==> src/rtl/erase_guard_pkg.sv <==
package erase_guard_pkg;

  localparam int          OPW          = 10;
  localparam logic [9:0]  OP_ARM       = 10'b0011001000;
  localparam logic [3:0]  OP_ARM_LEN   = 4'd10;
  localparam logic [3:0]  OP_CLR       = 4'b0001;
  localparam logic [3:0]  OP_CLR_LEN   = 4'd4;
  localparam logic [3:0]  KEY_BLOCKED  = 4'd6;

  typedef enum logic [3:0] {
    ERR_NONE      = 4'h0,
    ERR_CRC       = 4'h1,
    ERR_NOT_ARMED = 4'h2,
    ERR_TIMEOUT   = 4'h4,
    ERR_PROG      = 4'h8
  } err_code_e;

  typedef enum logic {SEQ_IDLE, SEQ_ERASE} seq_state_e;

  typedef struct packed {
    logic      fire;
    logic      err;
    err_code_e code;
  } rsp_evt_t;

  function automatic logic op_is_arm(input logic [OPW-1:0] b, input logic [3:0] l);
    return (l == OP_ARM_LEN) && (b == OP_ARM);
  endfunction

  function automatic logic op_is_clear(input logic [OPW-1:0] b, input logic [3:0] l);
    return (l == OP_CLR_LEN) && (b[3:0] == OP_CLR);
  endfunction

endpackage

==> src/rtl/egc_arm_tracker.sv <==
module egc_arm_tracker
  import erase_guard_pkg::*;
(
  input  logic           clk,
  input  logic           rst,
  input  logic           take,
  input  logic [OPW-1:0] bits,
  input  logic [3:0]     len,
  input  logic [3:0]     key,
  input  logic           selected,
  output logic           armed
);

  // Each accepted command either re-arms (valid arm) or disarms.
  always_ff @(posedge clk) begin
    if (rst || !selected) begin
      armed <= 1'b0;
    end else if (take) begin
      armed <= op_is_arm(bits, len) && (key != KEY_BLOCKED);
    end
  end

endmodule

==> src/rtl/egc_erase_seq.sv <==
module egc_erase_seq
  import erase_guard_pkg::*;
#(
  parameter int                    NUM_BLOCKS = 32,
  parameter logic [NUM_BLOCKS-1:0] TRACE_MASK = '0,
  parameter int                    TMO_CYC    = 6000
)(
  input  logic                  clk,
  input  logic                  rst,
  input  logic                  take_clr,
  input  logic                  crc_bad,
  input  logic                  armed,
  input  logic                  selected,
  input  logic                  ers_done,
  input  logic                  ers_fail,
  output logic                  busy,
  output logic [NUM_BLOCKS-1:0] ers_mask,
  output rsp_evt_t              evt
);

  localparam int CW = $clog2(TMO_CYC + 1);
  localparam logic [CW-1:0] CNT_LAST = CW'(TMO_CYC - 1);
  localparam logic [NUM_BLOCKS-1:0] WIPE_MASK = ~TRACE_MASK;

  seq_state_e    state;
  logic [CW-1:0] cnt;
  logic          start;

  assign busy  = (state == SEQ_ERASE);
  assign start = (state == SEQ_IDLE) && take_clr && !crc_bad && armed && selected;

  always_comb begin
    evt = '{fire: 1'b0, err: 1'b0, code: ERR_NONE};
    if (state == SEQ_IDLE) begin
      if (take_clr && crc_bad)
        evt = '{fire: 1'b1, err: 1'b1, code: ERR_CRC};
      else if (take_clr && !(armed && selected))
        evt = '{fire: 1'b1, err: 1'b1, code: ERR_NOT_ARMED};
    end else begin
      if (ers_done)
        evt = '{fire: 1'b1, err: 1'b0, code: ERR_NONE};
      else if (ers_fail)
        evt = '{fire: 1'b1, err: 1'b1, code: ERR_PROG};
      else if (cnt == CNT_LAST)
        evt = '{fire: 1'b1, err: 1'b1, code: ERR_TIMEOUT};
    end
  end

  always_ff @(posedge clk) begin
    if (rst) begin
      state    <= SEQ_IDLE;
      cnt      <= '0;
      ers_mask <= '0;
    end else if (state == SEQ_IDLE) begin
      cnt <= '0;
      if (start) begin
        state    <= SEQ_ERASE;
        ers_mask <= WIPE_MASK;
      end
    end else if (evt.fire) begin
      state    <= SEQ_IDLE;
      ers_mask <= '0;
      cnt      <= '0;
    end else begin
      cnt <= cnt + 1'b1;
    end
  end

endmodule

==> src/rtl/egc_rsp_reg.sv <==
module egc_rsp_reg
  import erase_guard_pkg::*;
(
  input  logic     clk,
  input  logic     rst,
  input  rsp_evt_t evt,
  output logic     rsp_valid,
  output logic     rsp_err,
  output logic [3:0] rsp_code
);

  always_ff @(posedge clk) begin
    if (rst) begin
      rsp_valid <= 1'b0;
      rsp_err   <= 1'b0;
      rsp_code  <= '0;
    end else begin
      rsp_valid <= evt.fire;
      rsp_err   <= evt.fire && evt.err;
      rsp_code  <= evt.fire ? evt.code : ERR_NONE;
    end
  end

endmodule

==> src/rtl/erase_guard_ctrl.sv <==
module erase_guard_ctrl
  import erase_guard_pkg::*;
#(
  parameter int                    NUM_BLOCKS = 32,
  parameter logic [NUM_BLOCKS-1:0] TRACE_MASK = NUM_BLOCKS'(3),
  parameter int                    CLK_HZ     = 1_000_000,
  parameter int                    PROG_MS    = 6
)(
  input  logic                  clk,
  input  logic                  rst,
  input  logic                  cmd_valid,
  input  logic [9:0]            cmd_bits,
  input  logic [3:0]            cmd_len,
  input  logic [3:0]            cmd_key,
  input  logic                  cmd_crc_present,
  input  logic                  cmd_crc_ok,
  input  logic                  tag_selected,
  output logic                  ers_req,
  output logic [NUM_BLOCKS-1:0] ers_mask,
  input  logic                  ers_done,
  input  logic                  ers_fail,
  output logic                  rsp_valid,
  output logic                  rsp_err,
  output logic [3:0]            rsp_code
);

  localparam int TMO_CYC = (CLK_HZ / 1000) * PROG_MS;

  logic     busy;
  logic     take;
  logic     armed;
  rsp_evt_t evt;

  // Commands are only accepted while no erase is running.
  assign take    = cmd_valid && !busy;
  assign ers_req = busy;

  egc_arm_tracker u_arm (
    .clk      (clk),
    .rst      (rst),
    .take     (take),
    .bits     (cmd_bits),
    .len      (cmd_len),
    .key      (cmd_key),
    .selected (tag_selected),
    .armed    (armed)
  );

  egc_erase_seq #(
    .NUM_BLOCKS (NUM_BLOCKS),
    .TRACE_MASK (TRACE_MASK),
    .TMO_CYC    (TMO_CYC)
  ) u_seq (
    .clk      (clk),
    .rst      (rst),
    .take_clr (take && op_is_clear(cmd_bits, cmd_len)),
    .crc_bad  (cmd_crc_present && !cmd_crc_ok),
    .armed    (armed),
    .selected (tag_selected),
    .ers_done (ers_done),
    .ers_fail (ers_fail),
    .busy     (busy),
    .ers_mask (ers_mask),
    .evt      (evt)
  );

  egc_rsp_reg u_rsp (
    .clk       (clk),
    .rst       (rst),
    .evt       (evt),
    .rsp_valid (rsp_valid),
    .rsp_err   (rsp_err),
    .rsp_code  (rsp_code)
  );

endmodule

==> config.mk <==
export PLATFORM = sky130hd
export DESIGN_NAME = erase_guard_ctrl
export DESIGN_NICKNAME = d
export VERILOG_FILES = /design/src/rtl/erase_guard_pkg.sv /design/src/rtl/egc_arm_tracker.sv /design/src/rtl/egc_erase_seq.sv /design/src/rtl/egc_rsp_reg.sv /design/src/rtl/erase_guard_ctrl.sv
export SDC_FILE = /design/constraint.sdc
export NUM_CORES = 1
export LEC_CHECK = 0
export BUFFER_PORTS_ARGS = -buffer_cell sky130_fd_sc_hd__buf_2
export CORE_ASPECT_RATIO = 1.2
export CORE_MARGIN = 2
export CORE_UTILIZATION = 25
export CTS_CLUSTER_DIAMETER = 150
export DETAILED_ROUTE_END_ITERATION = 8
export GPL_TIMING_DRIVEN = 1
export PLACE_DENSITY_LB_ADDON = 0.2
export SLEW_MARGIN = 10
export SYNTH_ARGS = -nofsm -noshare
export SYNTH_HDL_FRONTEND = slang
export SYNTH_SLANG_ARGS = --single-unit
==> constraint.sdc <==
create_clock -name clk -period 2.8 [get_ports clk]
set_input_delay 0.56 -clock clk [delete_from_list [all_inputs] [get_ports clk]]
set_output_delay 0.56 -clock clk [all_outputs]
set_load 0.03 [all_outputs]
==> summary by stage, run 1 <==
Status
The flow ran to the end, and the final reports show no timing, DRC or antenna violations.

Global route
The number of global-route vias before repair came to 866. The global-route wire length before repair is ~3500 um. The aggregate global routing overflow is 0. The number of antenna violations at the first check in global routing is 0. Entering global routing, the biggest net connects 32 pins. In the global route stage, overall resource usage came out at 8.46%.

Route
The DRC marker count from the first detailed-route iteration is 36. The wire length per cell is approximately 9.6 um. The total number of vias is about 960. The number of detailed-routing iterations run before antenna repair is 4. The routed via count divided by cell count is approximately 4.2. The final routed wirelength across all metal layers is about 2200 um.

The final routed DRC violation total is 0. The number of nets still failing antenna checks after routing is 0.

Critical path
The worst setup path category is reg2reg. The family with the most delay on the worst path is simple AND/OR/NAND/NOR gates. The category of the worst setup path capture point is a flop.

The signal arrival time at the worst endpoint is between 2 and 2.5 ns. The required arrival time at the worst endpoint is around 3 ns. The number of buffers and inverters on the critical path is 0. The worst setup path is launched from a flop. The largest driver fanout on the critical path is 14. Walking the worst path, the cells encountered are or4b_4, nor4_4, or3_1, nor2_1. The stage delay of the slowest cell on the critical path is 0.57 ns. On the critical path, the stage with the largest delay is an instance of sky130_fd_sc_hd__or4b_4.

Timing
The worst clock skew is ~0.00089 ns. For the final routed database, the setup TNS stands at 0 ns. For the pin with the worst max-slew slack, the measured transition is 0.619 ns. Hold is met by 0.472 ns.

The worst path uses between 70% and 80% of the clock period. Setup repair after global routing left no endpoint under its margin. Measured against its own limit, the worst slew margin works out to slightly below 60%.

The minimum period implied by the final worst setup slack is 1.98 ns. The number of max-slew violations in the final report is 0. For this run, the top clock speed supported by timing is ~500 MHz. The count of endpoints failing hold in the final timing report came to 0. Setup violations remaining at the end of the flow were counted as 0.

Placed design
The total of buffers placed on input and output ports is just over 60. Detailed placement ended at an HPWL of ~1800 um. Routability-driven placement finished with a final weighted congestion of 0.737.

Power and ir drop
For this design the ratio of total power to cell area is between 400 and 500 nW/um^2. In this run the static leakage power is 0.661 nW. Across the VDD grid, the largest voltage drop is 0.150 mV.

Logic synthesis
Each instance of the synthesized netlist takes up on average 8.78 um^2. The prevailing post-synth register cell is sky130_fd_sc_hd__dfxtp_1. By area the synthesized netlist is led by sky130_fd_sc_hd__dfxtp_1, sky130_fd_sc_hd__buf_4, sky130_fd_sc_hd__nor2_1.

The adder-cell area share of the yosys netlist is about 1%. Summing the areas of all xor and xnor instances in the mapped netlist gives under 10% of the synthesized area. Summing the areas of all compound-gate instances in the mapped netlist gives under 10% of the synthesized area.

After synthesis, the largest family of logic cells by area is simple AND/OR/NAND/NOR gates. During synthesis, Yosys emitted a total of 0 warnings. The most common cell in the netlist is sky130_fd_sc_hd__buf_4. The number of distinct standard cells referenced by the synthesized netlist is 32. The biggest area contributor in the post-synthesis netlist is sky130_fd_sc_hd__dfxtp_1. Sorting the synthesized cells by how often they occur yields sky130_fd_sc_hd__buf_4, sky130_fd_sc_hd__dfxtp_1, sky130_fd_sc_hd__nor2_1. Of the total synthesized cell area, the portion taken by AND, OR, NAND and NOR gates is between 20% and 30%.

The number of enable-type register cells in the synthesized netlist is 0. The sequential fraction of the synthesis area is 36.1%. After synthesis, the share of cell area in mux cells is 0%. The post-synthesis sequential element count is 22. For this run, asynchronously set or reset flops after synthesis account for 0%. The synthesized netlist cell count is roughly 140. The mapped cell area is between 1000 and 1500 um^2. The share of Yosys cell area claimed by the top area cell type is a little over a third.

Cells and area
The number of nets in the layout is 200. 0 antenna diodes ended up in the layout. The post-route netlist has between 30% and 40% of its cells at a drive strength greater than 1. The post-synthesis to final-layout area growth is 14.1%.

Floorplan
The initial core utilization is a little over a quarter. The number of I/O pins is 65. The die is between 60 and 70 um wide.

The core area is approximately 4600 um^2. The area enclosed by the die boundary is 5460 um^2. In this run the vertical extent of the chip is a little over 80 um. The number of rows in the core area is 27.

Clock network
The tree is rooted in a sky130_fd_sc_hd__clkbuf_8. The clock drives 22 sinks. The number of buffers on the longest clock path is 2. The number of hold buffers added after CTS is 0. Clock-pin slew was measured on the worst setup and hold paths at ~0.08 ns. The CTS tree is done. The clock insertion delay at the later pin of the skew report is 0.26 ns. Once the clock tree was built, the setup fixing pass inserted 0 buffers. The quantity of gates resized following cts is 0.

Buffers inserted during clock tree synthesis total 3. In this run the number of H-tree levels came out at 1.

Min path
The kind of path behind the tightest hold check is reg2reg.

Run
Across the run, the number of max-cap violations was 0.
[layout make-up]
class,count,area (um^2)
Tap cell,58,72.6
Inverter,4,15.0
Multi-Input combinational cell,80,498
Fill cell,499,3240
Timing Repair Buffer,62,310
Clock buffer,4,55.1
Sequential cell,22,440
[power breakdown]
group          internal [mW]  switching [mW]  total (mW)
Clock                  0.125          0.0993       0.225
Combinational         0.0158          0.0138      0.0296
Sequential             0.313      0.00000880       0.313
Total                  0.454           0.113       0.567
[registers in the layout (all words and copies together) (netlist names)]
signal           cells
u_arm.armed          1
u_rsp.rsp_code       4
u_rsp.rsp_err        1
u_rsp.rsp_valid      1
u_seq.busy           1
u_seq.cnt           13
u_seq.ers_mask       1
[worst register-to-register path, cell delays in order (launching register included)]
cell,delay (ns)
sky130_fd_sc_hd__dfxtp_1,0.39
sky130_fd_sc_hd__or4b_4,0.57
sky130_fd_sc_hd__nor4_4,0.31
sky130_fd_sc_hd__or3_1,0.48
sky130_fd_sc_hd__nor2_1,0.10
[layout by cell type (no fill, tap or decap)]
cell	instances
sky130_fd_sc_hd__o31ai_1	1
sky130_fd_sc_hd__nor2b_1	1
sky130_fd_sc_hd__o21ai_0	3
sky130_fd_sc_hd__nand4_1	5
sky130_fd_sc_hd__or3_1	1
sky130_fd_sc_hd__nand4b_1	1
sky130_fd_sc_hd__conb_1	2
sky130_fd_sc_hd__or4b_1	1
sky130_fd_sc_hd__nor3_1	1
sky130_fd_sc_hd__dfxtp_1	22
sky130_fd_sc_hd__nor4_4	1
sky130_fd_sc_hd__xor2_1	5
sky130_fd_sc_hd__nor2_1	18
sky130_fd_sc_hd__buf_2	62
sky130_fd_sc_hd__nor4b_1	1
sky130_fd_sc_hd__a21oi_1	2
sky130_fd_sc_hd__nor3b_1	3
sky130_fd_sc_hd__ha_1	1
sky130_fd_sc_hd__and4b_1	1
sky130_fd_sc_hd__and4_1	1
sky130_fd_sc_hd__clkbuf_8	4
sky130_fd_sc_hd__a21boi_1	1
sky130_fd_sc_hd__nand3_1	6
sky130_fd_sc_hd__nand4bb_1	1
sky130_fd_sc_hd__xnor2_1	6
sky130_fd_sc_hd__nor4_1	3
sky130_fd_sc_hd__nand2b_1	3
sky130_fd_sc_hd__and3_1	2
sky130_fd_sc_hd__or4b_4	1
sky130_fd_sc_hd__inv_1	4
sky130_fd_sc_hd__nand2_1	8
[cell families (layout without fill, tap and decap cells)]
group,Yosys count,count (layout)
flops,22,22
buf+inv,38,70
fa+ha+maj,1,1
xor+xnor,11,11
compound gates,7,7
other cells,1,2
simple gates,59,59
[per-stage QoR]
| stage | std cells | util, % | setup slack [ns] | instance area, um^2 | power (mW) |
|---|---|---|---|---|---|
| 6_report | 230 | 30.1 | 0.821 | 1390 | 0.567 |
| 3_3_place_gp | 226 | 28.9 | 0.804 | 1340 | 0.350 |
| 5_1_grt | 230 | 30.1 | 0.688 | 1390 | 0.592 |
| 2_1_floorplan | 140 | - | 0.995 | 1220 | 0.332 |
| 4_1_cts | 230 | 30.1 | 0.783 | 1390 | 0.580 |
| 3_5_place_dp | 226 | 28.9 | 0.793 | 1340 | 0.350 |
[metal layers]
| layer | global-route usage, % | part of all wire, % | wire (um) | vias to the layer above |
|---|---|---|---|---|
| li1 | - | - | - | 498 |
| met1 | 8.67 | 41 | 907 | 414 |
| met2 | 15.5 | 48 | 1050 | 41 |
| met3 | 1.68 | 9.1 | 201 | 4 |
| met4 | 4.80 | 2.0 | 43 | 0 |
| met5 | 0 | 0 | 0 | - |
[final timing paths]
check | startpoint | end | slack [ns] | cells after the start
worst max-delay path | u_seq.cnt[4] | u_seq.cnt[10] | 0.82 | 4
worst min-delay path | u_seq.cnt[0] | u_seq.cnt[0] | 0.47 | 1
worst max register to register | u_seq.cnt[4] | u_seq.cnt[10] | 0.82 | 4
worst min register to register | u_seq.cnt[0] | u_seq.cnt[0] | 0.47 | 1
Note: power is estimated with default switching activity, not from simulation.
==> run 2, diff against run 1 <==
ABC_AREA = 1   (was default)
clock period = 1.65 ns   (was 2.8 ns; I/O delays follow)
==> run 2 against run 1 <==
Sequential share of layout area is 3.9 points lower. Design area is 14% higher. Largest power group unchanged. Clock power is 73% higher. Die area rose by 13%. Area after synthesis up 13%.
==> summary by stage, run 2 <==
Timing
The worst clock skew was 0.00179 ns (was 0.000886 ns). The number of max-slew violations in the final report came to 0 (unchanged). The minimum period implied by the final worst setup slack is 1.41 ns (was 1.98 ns).

The count of endpoints failing hold in the final timing report is 0 (unchanged). The share of the clock period used by the worst path is 85.2% (was 70.7%). The final setup violation count is 0 (unchanged). The timing-limited maximum frequency is 712 MHz (was 505 MHz). The final worst-path setup slack was 0.245 ns (was 0.821 ns). The accumulated negative setup slack is 0 ns (unchanged). RSZ-0062 raised after global routing: false (unchanged).

Global route
The number of antenna violations at the first check in global routing came to 0 (unchanged). The total track usage is 9.57% (was 8.46%). The aggregate global routing overflow is 0 (unchanged). The largest net degree at the start of global routing is 32 (unchanged).

The number of global-route vias before repair is 1093 (was 866). The global-route wire length before repair is 4770 um (was 3490 um).

Critical path
The stage delay of the slowest cell on the critical path is 0.33 ns (was 0.57 ns). The family with the most delay on the worst path was simple AND/OR/NAND/NOR gates (unchanged). The signal arrival time at the worst endpoint was 1.59 ns (was 2.11 ns). The worst setup path category is reg2reg (unchanged). The cell at the slowest stage of the critical path is sky130_fd_sc_hd__dfxtp_1 (was sky130_fd_sc_hd__or4b_4). The startpoint type of the worst setup path is a flop (unchanged). Cells traversed along the worst timing path: ha_1, nand3_2, nor2_2, nand2_2, nand3_4, nor3b_1 (was or4b_4, nor4_4, or3_1, nor2_1). The required arrival time at the worst endpoint was 1.84 ns (was 2.94 ns).

The number of buffer and inverter instances along the worst setup path is 0 (unchanged). The category of the worst setup path capture point is a flop (unchanged). The largest driver fanout on the critical path came to 13 (was 14).

Cells and area
The number of standard cells in the final layout excluding fillers is 286 (was 230). Leading registers by flop count: u_seq.cnt (13), u_rsp.rsp_code (4) (unchanged). The share of the core filled with cells in the final layout came to 29.9% (was 30.1%). The share of final-layout standard cells stronger than drive strength 1 was 42.0% (was 39.5%). The post-synthesis to final-layout area growth is 14.6% (was 14.1%). The number of flip-flops under the largest register name is 13 (unchanged). The register with the most flip-flops is u_seq.cnt (unchanged). The final-layout fill cell count is 578 (was 499). The number of antenna diodes is 0 (unchanged). Top library cells by usage in the layout, fill and taps aside: sky130_fd_sc_hd__buf_2, sky130_fd_sc_hd__nand2_1, sky130_fd_sc_hd__dfxtp_1 (was sky130_fd_sc_hd__buf_2, sky130_fd_sc_hd__dfxtp_1, sky130_fd_sc_hd__nor2_1). The most common library cell in the layout ignoring fill and taps is sky130_fd_sc_hd__buf_2 (unchanged). The post-route standard cell area excluding fillers came to 1590 um^2 (was 1390 um^2). The number of nets in the layout is 252 (was 200).

Run
The max capacitance violation total came to 0 (unchanged).

Logic synthesis
The number of warnings issued by yosys is 0 (unchanged). The most common cell in the netlist is sky130_fd_sc_hd__buf_4 (unchanged). The fraction of registers with async set or reset after synthesis is 0% (unchanged). The post-synthesis sequential element count was 22 (unchanged). The number of enable-type register cells in the synthesized netlist is 0 (unchanged).

Dominant cells by area after synthesis: sky130_fd_sc_hd__dfxtp_1, sky130_fd_sc_hd__buf_4, sky130_fd_sc_hd__nand2_1 (was sky130_fd_sc_hd__dfxtp_1, sky130_fd_sc_hd__buf_4, sky130_fd_sc_hd__nor2_1). The prevailing post-synth register cell is sky130_fd_sc_hd__dfxtp_1 (unchanged). The post-synthesis average cell area is 7.36 um^2 (was 8.78 um^2). The largest area contributor in the synthesized netlist is sky130_fd_sc_hd__dfxtp_1 (unchanged). The synthesized netlist cell count was 188 (was 139).

Most frequent cells after synthesis: sky130_fd_sc_hd__buf_4, sky130_fd_sc_hd__nand2_1, sky130_fd_sc_hd__dfxtp_1 (was sky130_fd_sc_hd__buf_4, sky130_fd_sc_hd__dfxtp_1, sky130_fd_sc_hd__nor2_1). The number of distinct standard cells referenced by the synthesized netlist is 28 (was 32). The sequential fraction of the synthesis area came to 31.8% (was 36.1%). The mapped cell area is 1380 um^2 (was 1220 um^2).

The share of Yosys cell area claimed by the top area cell type came to 31.8% (was 36.1%).

Floorplan
The core area is 5300 um^2 (was 4630 um^2). The area enclosed by the die boundary is 6150 um^2 (was 5460 um^2). The number of I/O pins is 65 (unchanged).

The number of rows in the core area is 29 (was 27). The height of the die is 85.5 um (was 80.5 um). The horizontal die dimension is 71.9 um (was 67.8 um). The initial core utilization was 26.1% (was 26.4%).

Clock network
The quantity of gates resized following cts came to 0 (unchanged). The cell chosen for the clock root is sky130_fd_sc_hd__clkbuf_8 (unchanged). The number of hold buffers added after CTS was 0 (unchanged).

The clock insertion delay at the later pin of the skew report is 0.26 ns (about the same). The H-tree level count is 1 (unchanged). The CTS tree is done (unchanged).

The clock sink count is 22 (unchanged). The number of buffers created by CTS is 3 (unchanged). The number of buffers on the longest clock path is 2 (unchanged). The clock transition at the register clock pins on the worst setup and hold paths after CTS is 0.08 ns (about the same).

The total setup buffers inserted after CTS came to 0 (unchanged).

Route
The number of nets still failing antenna checks after routing came to 0 (unchanged). The wire length per cell is 9.48 um (was 9.58 um). The total number of vias was 1215 (was 957). The final routed DRC violation total was 0 (unchanged). The final routed wirelength across all metal layers is 2710 um (was 2200 um). The routed via count divided by cell count is 4.25 (was 4.16).

The DRC marker count from the first detailed-route iteration is 86 (was 36). The number of detailed-routing iterations run before antenna repair is 4 (unchanged).

Placed design
The setup slack after placement is 0.229 ns (was 0.793 ns). The total of buffers placed on input and output ports is 62 (unchanged). The half-perimeter wire length of the detailed placement result is 2230 um (was 1760 um). The final weighted congestion of routability-driven global placement is 0.766 (was 0.737).

The count of placed standard cells including taps is 282 (was 226). The total cell area at the placement stage is 1530 um^2 (was 1340 um^2).

Power and ir drop
The leakage power total is 0.761 nW (was 0.661 nW). The power per unit of standard cell area is 619 nW/um^2 (was 407 nW/um^2). The worst supply voltage drop on vdd was 0.333 mV (was 0.150 mV).

Status
Status: finished, final reports clean (unchanged).

Min path
The kind of path behind the tightest hold check is in2reg (was reg2reg).
[run 2: final cells by class]
class	instances	area [um^2]	area share [%]
multi-input cells	112	608	38.4
flip-flops and latches	22	440	27.8
repair buffers	63	318	20.0
inverters	23	86.3	5.45
well taps	62	77.6	4.89
clock buffers	4	55.1	3.47
[run 2: worst paths after layout]
kind / start / endpoint / slack [ns] / cells past startpoint
setup reg to reg: u_seq.cnt[0] / u_seq.cnt[4] / 0.24 / 6
setup / recovery: u_seq.cnt[0] / u_seq.cnt[4] / 0.24 / 6
hold reg to reg: u_seq.cnt[0] / u_seq.cnt[0] / 0.46 / 1
hold / removal: ers_done / u_rsp.rsp_code[3] / 0.27 / 2
[run 2: power by group]
part / total [mW] / switching, mW / leakage (nW) / internal [mW]
logic: 0.0606 / 0.0324 / 0.555 / 0.0281
registers: 0.531 / 0.000360 / 0.177 / 0.531
clock network: 0.389 / 0.177 / 0.0288 / 0.213
total: 0.981 / 0.209 / 0.761 / 0.772
[run 2: kinds of logic (layout without fill, tap and decap cells)]
kind of cell,count (synthesis),after routing,synth area share [%]
adder cells (fa/ha/maj),1,1,0.904
flip-flops,22,22,31.8
AO/OA/AOI/OAI,12,12,5.97
AND/OR/NAND/NOR,94,94,34.6
buffers and inverters,55,90,24.5
XOR/XNOR,3,3,1.90
other,1,2,0.271
[run 2: through the flow]
step | hold WS, ns | power, mW
after floorplan | 0.399 | 0.573
after global placement | 0.442 | 0.605
after detailed placement | 0.446 | 0.605
after CTS | 0.268 | 1.00
after global routing | 0.275 | 1.03
final | 0.269 | 0.981
[run 2: per-layer routing]
| layer | GRT usage (%) | vias up | wire length (um) | part of all wire, % |
|---|---|---|---|---|
| met2 | 17.8 | 50 | 1300 | 48 |
| met1 | 10.9 | 524 | 1160 | 43 |
| met4 | 3.09 | 0 | 33 | 1.2 |
| li1 | - | 637 | - | - |
| met3 | 1.65 | 4 | 208 | 7.7 |
| met5 | 0 | - | 0 | 0 |
==> run 3, diff against run 2 <==
ABC_AREA = 0   (was 1)
PLACE_DENSITY_LB_ADDON = default   (was 0.2)
==> run 3 against run 2 <==
Final cell count is 17% lower. Combinational power is 15% lower. Flip-flop and latch count stayed put. Hold slack better by 0.046 ns. Via count is 17% lower. Power is 2.0% lower. Critical path type unchanged. Largest power group unchanged.
==> summary by stage, run 3 (same netlist as run 1, synthesis figures left out) <==
Route
The final routed wirelength across all metal layers is 2380 um (was 2710 um). The number of detailed-routing iterations run before antenna repair was 4 (unchanged). The routed via count divided by cell count was 4.22 (was 4.25). The final routed DRC violation total is 0 (unchanged).

The number of nets still failing antenna checks after routing is 0 (unchanged). The total number of vias is 1004 (was 1215). The wire length per cell is 10.0 um (was 9.48 um). The DRC marker count from the first detailed-route iteration is 24 (was 86).

Clock network
The clock transition at the register clock pins on the worst setup and hold paths after CTS is 0.08 ns (about the same). The H-tree level count was 1 (unchanged). The cell chosen for the clock root is sky130_fd_sc_hd__clkbuf_8 (unchanged). The clock sink count was 22 (unchanged). The quantity of gates resized following cts is 0 (unchanged). The CTS tree is done (unchanged). The number of buffers created by CTS came to 3 (unchanged). The clock insertion delay at the later pin of the skew report is 0.26 ns (about the same). The total setup buffers inserted after CTS is 0 (unchanged). The number of buffers on the longest clock path is 2 (unchanged).

The number of hold buffers added after CTS came to 0 (unchanged).

Cells and area
The post-route standard cell area excluding fillers came to 1480 um^2 (was 1590 um^2). Leading registers by flop count: u_seq.cnt (13), u_rsp.rsp_code (4) (unchanged). Top library cells by usage in the layout, fill and taps aside: sky130_fd_sc_hd__buf_2, sky130_fd_sc_hd__dfxtp_1, sky130_fd_sc_hd__nor2_1 (was sky130_fd_sc_hd__buf_2, sky130_fd_sc_hd__nand2_1, sky130_fd_sc_hd__dfxtp_1).

The register with the most flip-flops is u_seq.cnt (unchanged). The number of flip-flops under the largest register name is 13 (unchanged). The post-synthesis to final-layout area growth is 21.0% (was 14.6%). The share of final-layout standard cells stronger than drive strength 1 is 44.4% (was 42.0%). The most common library cell in the layout ignoring fill and taps is sky130_fd_sc_hd__buf_2 (unchanged). The number of nets in the layout was 208 (was 252). The number of antenna diodes is 0 (unchanged).

Timing
The count of endpoints failing hold in the final timing report came to 0 (unchanged). The worst pin sits at a relative slew slack of a little under two thirds. The accumulated negative setup slack was 0 ns (unchanged).

The timing-limited maximum frequency is 628 MHz (was 712 MHz). The worst clock skew came to 0.000637 ns (was 0.00179 ns). The number of max-slew violations in the final report came to 0 (unchanged). The minimum period implied by the final worst setup slack is 1.59 ns (was 1.41 ns). RSZ-0062 raised after global routing: true (was false). The worst hold margin came to 0.315 ns (was 0.269 ns). The final setup violation count is 0 (unchanged).

The share of the clock period used by the worst path is 96.5% (was 85.2%). The final worst-path setup slack is 0.0570 ns (was 0.245 ns). For the pin with the worst max-slew slack, the measured transition is around 0.54 ns.

Floorplan
The number of rows in the core area is 27 (was 29). The initial core utilization is 26.4% (was 26.1%). The horizontal die dimension was 67.8 um (was 71.9 um). The core area is 4630 um^2 (was 5300 um^2). The height of the die is 80.5 um (was 85.5 um). The number of I/O pins is 65 (unchanged). The area enclosed by the die boundary is 5460 um^2 (was 6150 um^2).

Critical path
The origin of the critical flop-to-flop path is u_seq.cnt[4] (was u_seq.cnt[0]). The slack of the worst reg-to-reg path is 0.06 ns (was 0.24 ns). The required arrival time at the worst endpoint came to 1.80 ns (was 1.84 ns). The worst reg2reg path endpoint is u_seq.ers_mask[30] (was u_seq.cnt[4]).

The startpoint type of the worst setup path is a flop (unchanged). The category of the worst setup path capture point is a flop (unchanged). The worst setup path category is reg2reg (unchanged).

The signal arrival time at the worst endpoint is 1.74 ns (was 1.59 ns). The largest driver fanout on the critical path is 3 (was 13). The count of cells along the worst register-to-register path is 5 (was 6).

Global route
The total track usage is 8.81% (was 9.57%). The aggregate global routing overflow is 0 (unchanged). The global-route wire length before repair is 3710 um (was 4770 um). The number of antenna violations at the first check in global routing came to 0 (unchanged). The largest net degree at the start of global routing came to 31 (was 32). The number of global-route vias before repair is 877 (was 1093).

Run
The max capacitance violation total is 0 (unchanged).

Placed design
The setup slack after placement is 0.00963 ns (was 0.229 ns). The final weighted congestion of routability-driven global placement is 0.701 (was 0.766). The total of buffers placed on input and output ports is 62 (unchanged).

The total cell area at the placement stage came to 1410 um^2 (was 1530 um^2). The half-perimeter wire length of the detailed placement result is 1880 um (was 2230 um).

Status
Status: finished, final reports clean (unchanged).

Min path
The end point of the worst hold path is u_rsp.rsp_valid (was u_rsp.rsp_code[3]). The hold path startpoint is rst (was ers_done). The kind of path behind the tightest hold check is in2reg (unchanged). The number of cells on the worst hold path is 2 (unchanged).

Power and ir drop
The power per unit of standard cell area came to 651 nW/um^2 (was 619 nW/um^2). The worst supply voltage drop on vdd came to 0.249 mV (was 0.333 mV). The leakage power total is 0.709 nW (was 0.761 nW).
==> run 3: cell types whose count changed in the layout (fill, tap and decap cells not counted), moves of 3 or more <==
cell and change:
sky130_fd_sc_hd__buf_4 +6, sky130_fd_sc_hd__a21oi_2 -5, sky130_fd_sc_hd__nand2b_1 +3, sky130_fd_sc_hd__inv_2 -5, sky130_fd_sc_hd__nor3_1 -5, sky130_fd_sc_hd__nand2_1 -19, sky130_fd_sc_hd__a21oi_1 -3, sky130_fd_sc_hd__nor2_2 -9
sky130_fd_sc_hd__inv_1 -14, sky130_fd_sc_hd__xnor2_1 +5, sky130_fd_sc_hd__nand3_1 -9, sky130_fd_sc_hd__xor2_1 +3
==> run 3: worst max-delay path by stage <==
stage                              from                  to  slack (ns)  cells past startpoint
after global routing       u_seq.cnt[4]          u_seq.busy       -0.04                      5
after floorplan            u_seq.cnt[4]          u_seq.busy       -0.08                      7
after detailed placement     cmd_len[3]  u_seq.ers_mask[30]        0.01                      6
final                      u_seq.cnt[4]  u_seq.ers_mask[30]        0.06                      5
after global placement       cmd_len[3]  u_seq.ers_mask[30]       0.004                      6
after CTS                 u_seq.cnt[11]        u_seq.cnt[4]       0.002                      5
==> run 3: per-stage QoR <==
stage | util (%) | instances | power (mW)
final | 31.9 | 238 | 0.962
after global placement | 30.4 | 234 | 0.594
after CTS | 31.6 | 238 | 0.978
after floorplan | - | 140 | 0.563
after global routing | 31.9 | 238 | 1.02
after detailed placement | 30.4 | 234 | 0.594
==> run 3: where the power goes <==
part / internal [mW] / total (mW) / switching, mW / leakage (nW)
sequential: 0.530 / 0.530 / 0.0000171 / 0.178
combinational: 0.0273 / 0.0517 / 0.0244 / 0.502
clock: 0.212 / 0.380 / 0.168 / 0.0288
==> run 3: cell type report <==
| type | instances | area, um^2 |
|---|---|---|
| Timing Repair Buffer | 70 | 383 |
| Fill cell | 493 | 3150 |
| Inverter | 4 | 15.0 |
| Sequential cell | 22 | 443 |
| Clock buffer | 4 | 55.1 |
| Multi-Input combinational cell | 80 | 508 |
| Tap cell | 58 | 72.6 |
==> run 3: metal layers <==
| layer | routed length (um) | global-route usage, % |
|---|---|---|
| met3 | 166 | 1.26 |
| met5 | 0 | 0 |
| met1 | 1080 | 11.2 |
| met4 | 32 | 3.60 |
| met2 | 1110 | 14.7 |
==> run 3: critical path: stages (launching register included) <==
cell and delay, ns:
sky130_fd_sc_hd__dfxtp_2 0.32, sky130_fd_sc_hd__or4b_4 0.54, sky130_fd_sc_hd__nor4_4 0.27, sky130_fd_sc_hd__buf_4 0.16
sky130_fd_sc_hd__o31ai_2 0.06, sky130_fd_sc_hd__a21boi_1 0.13
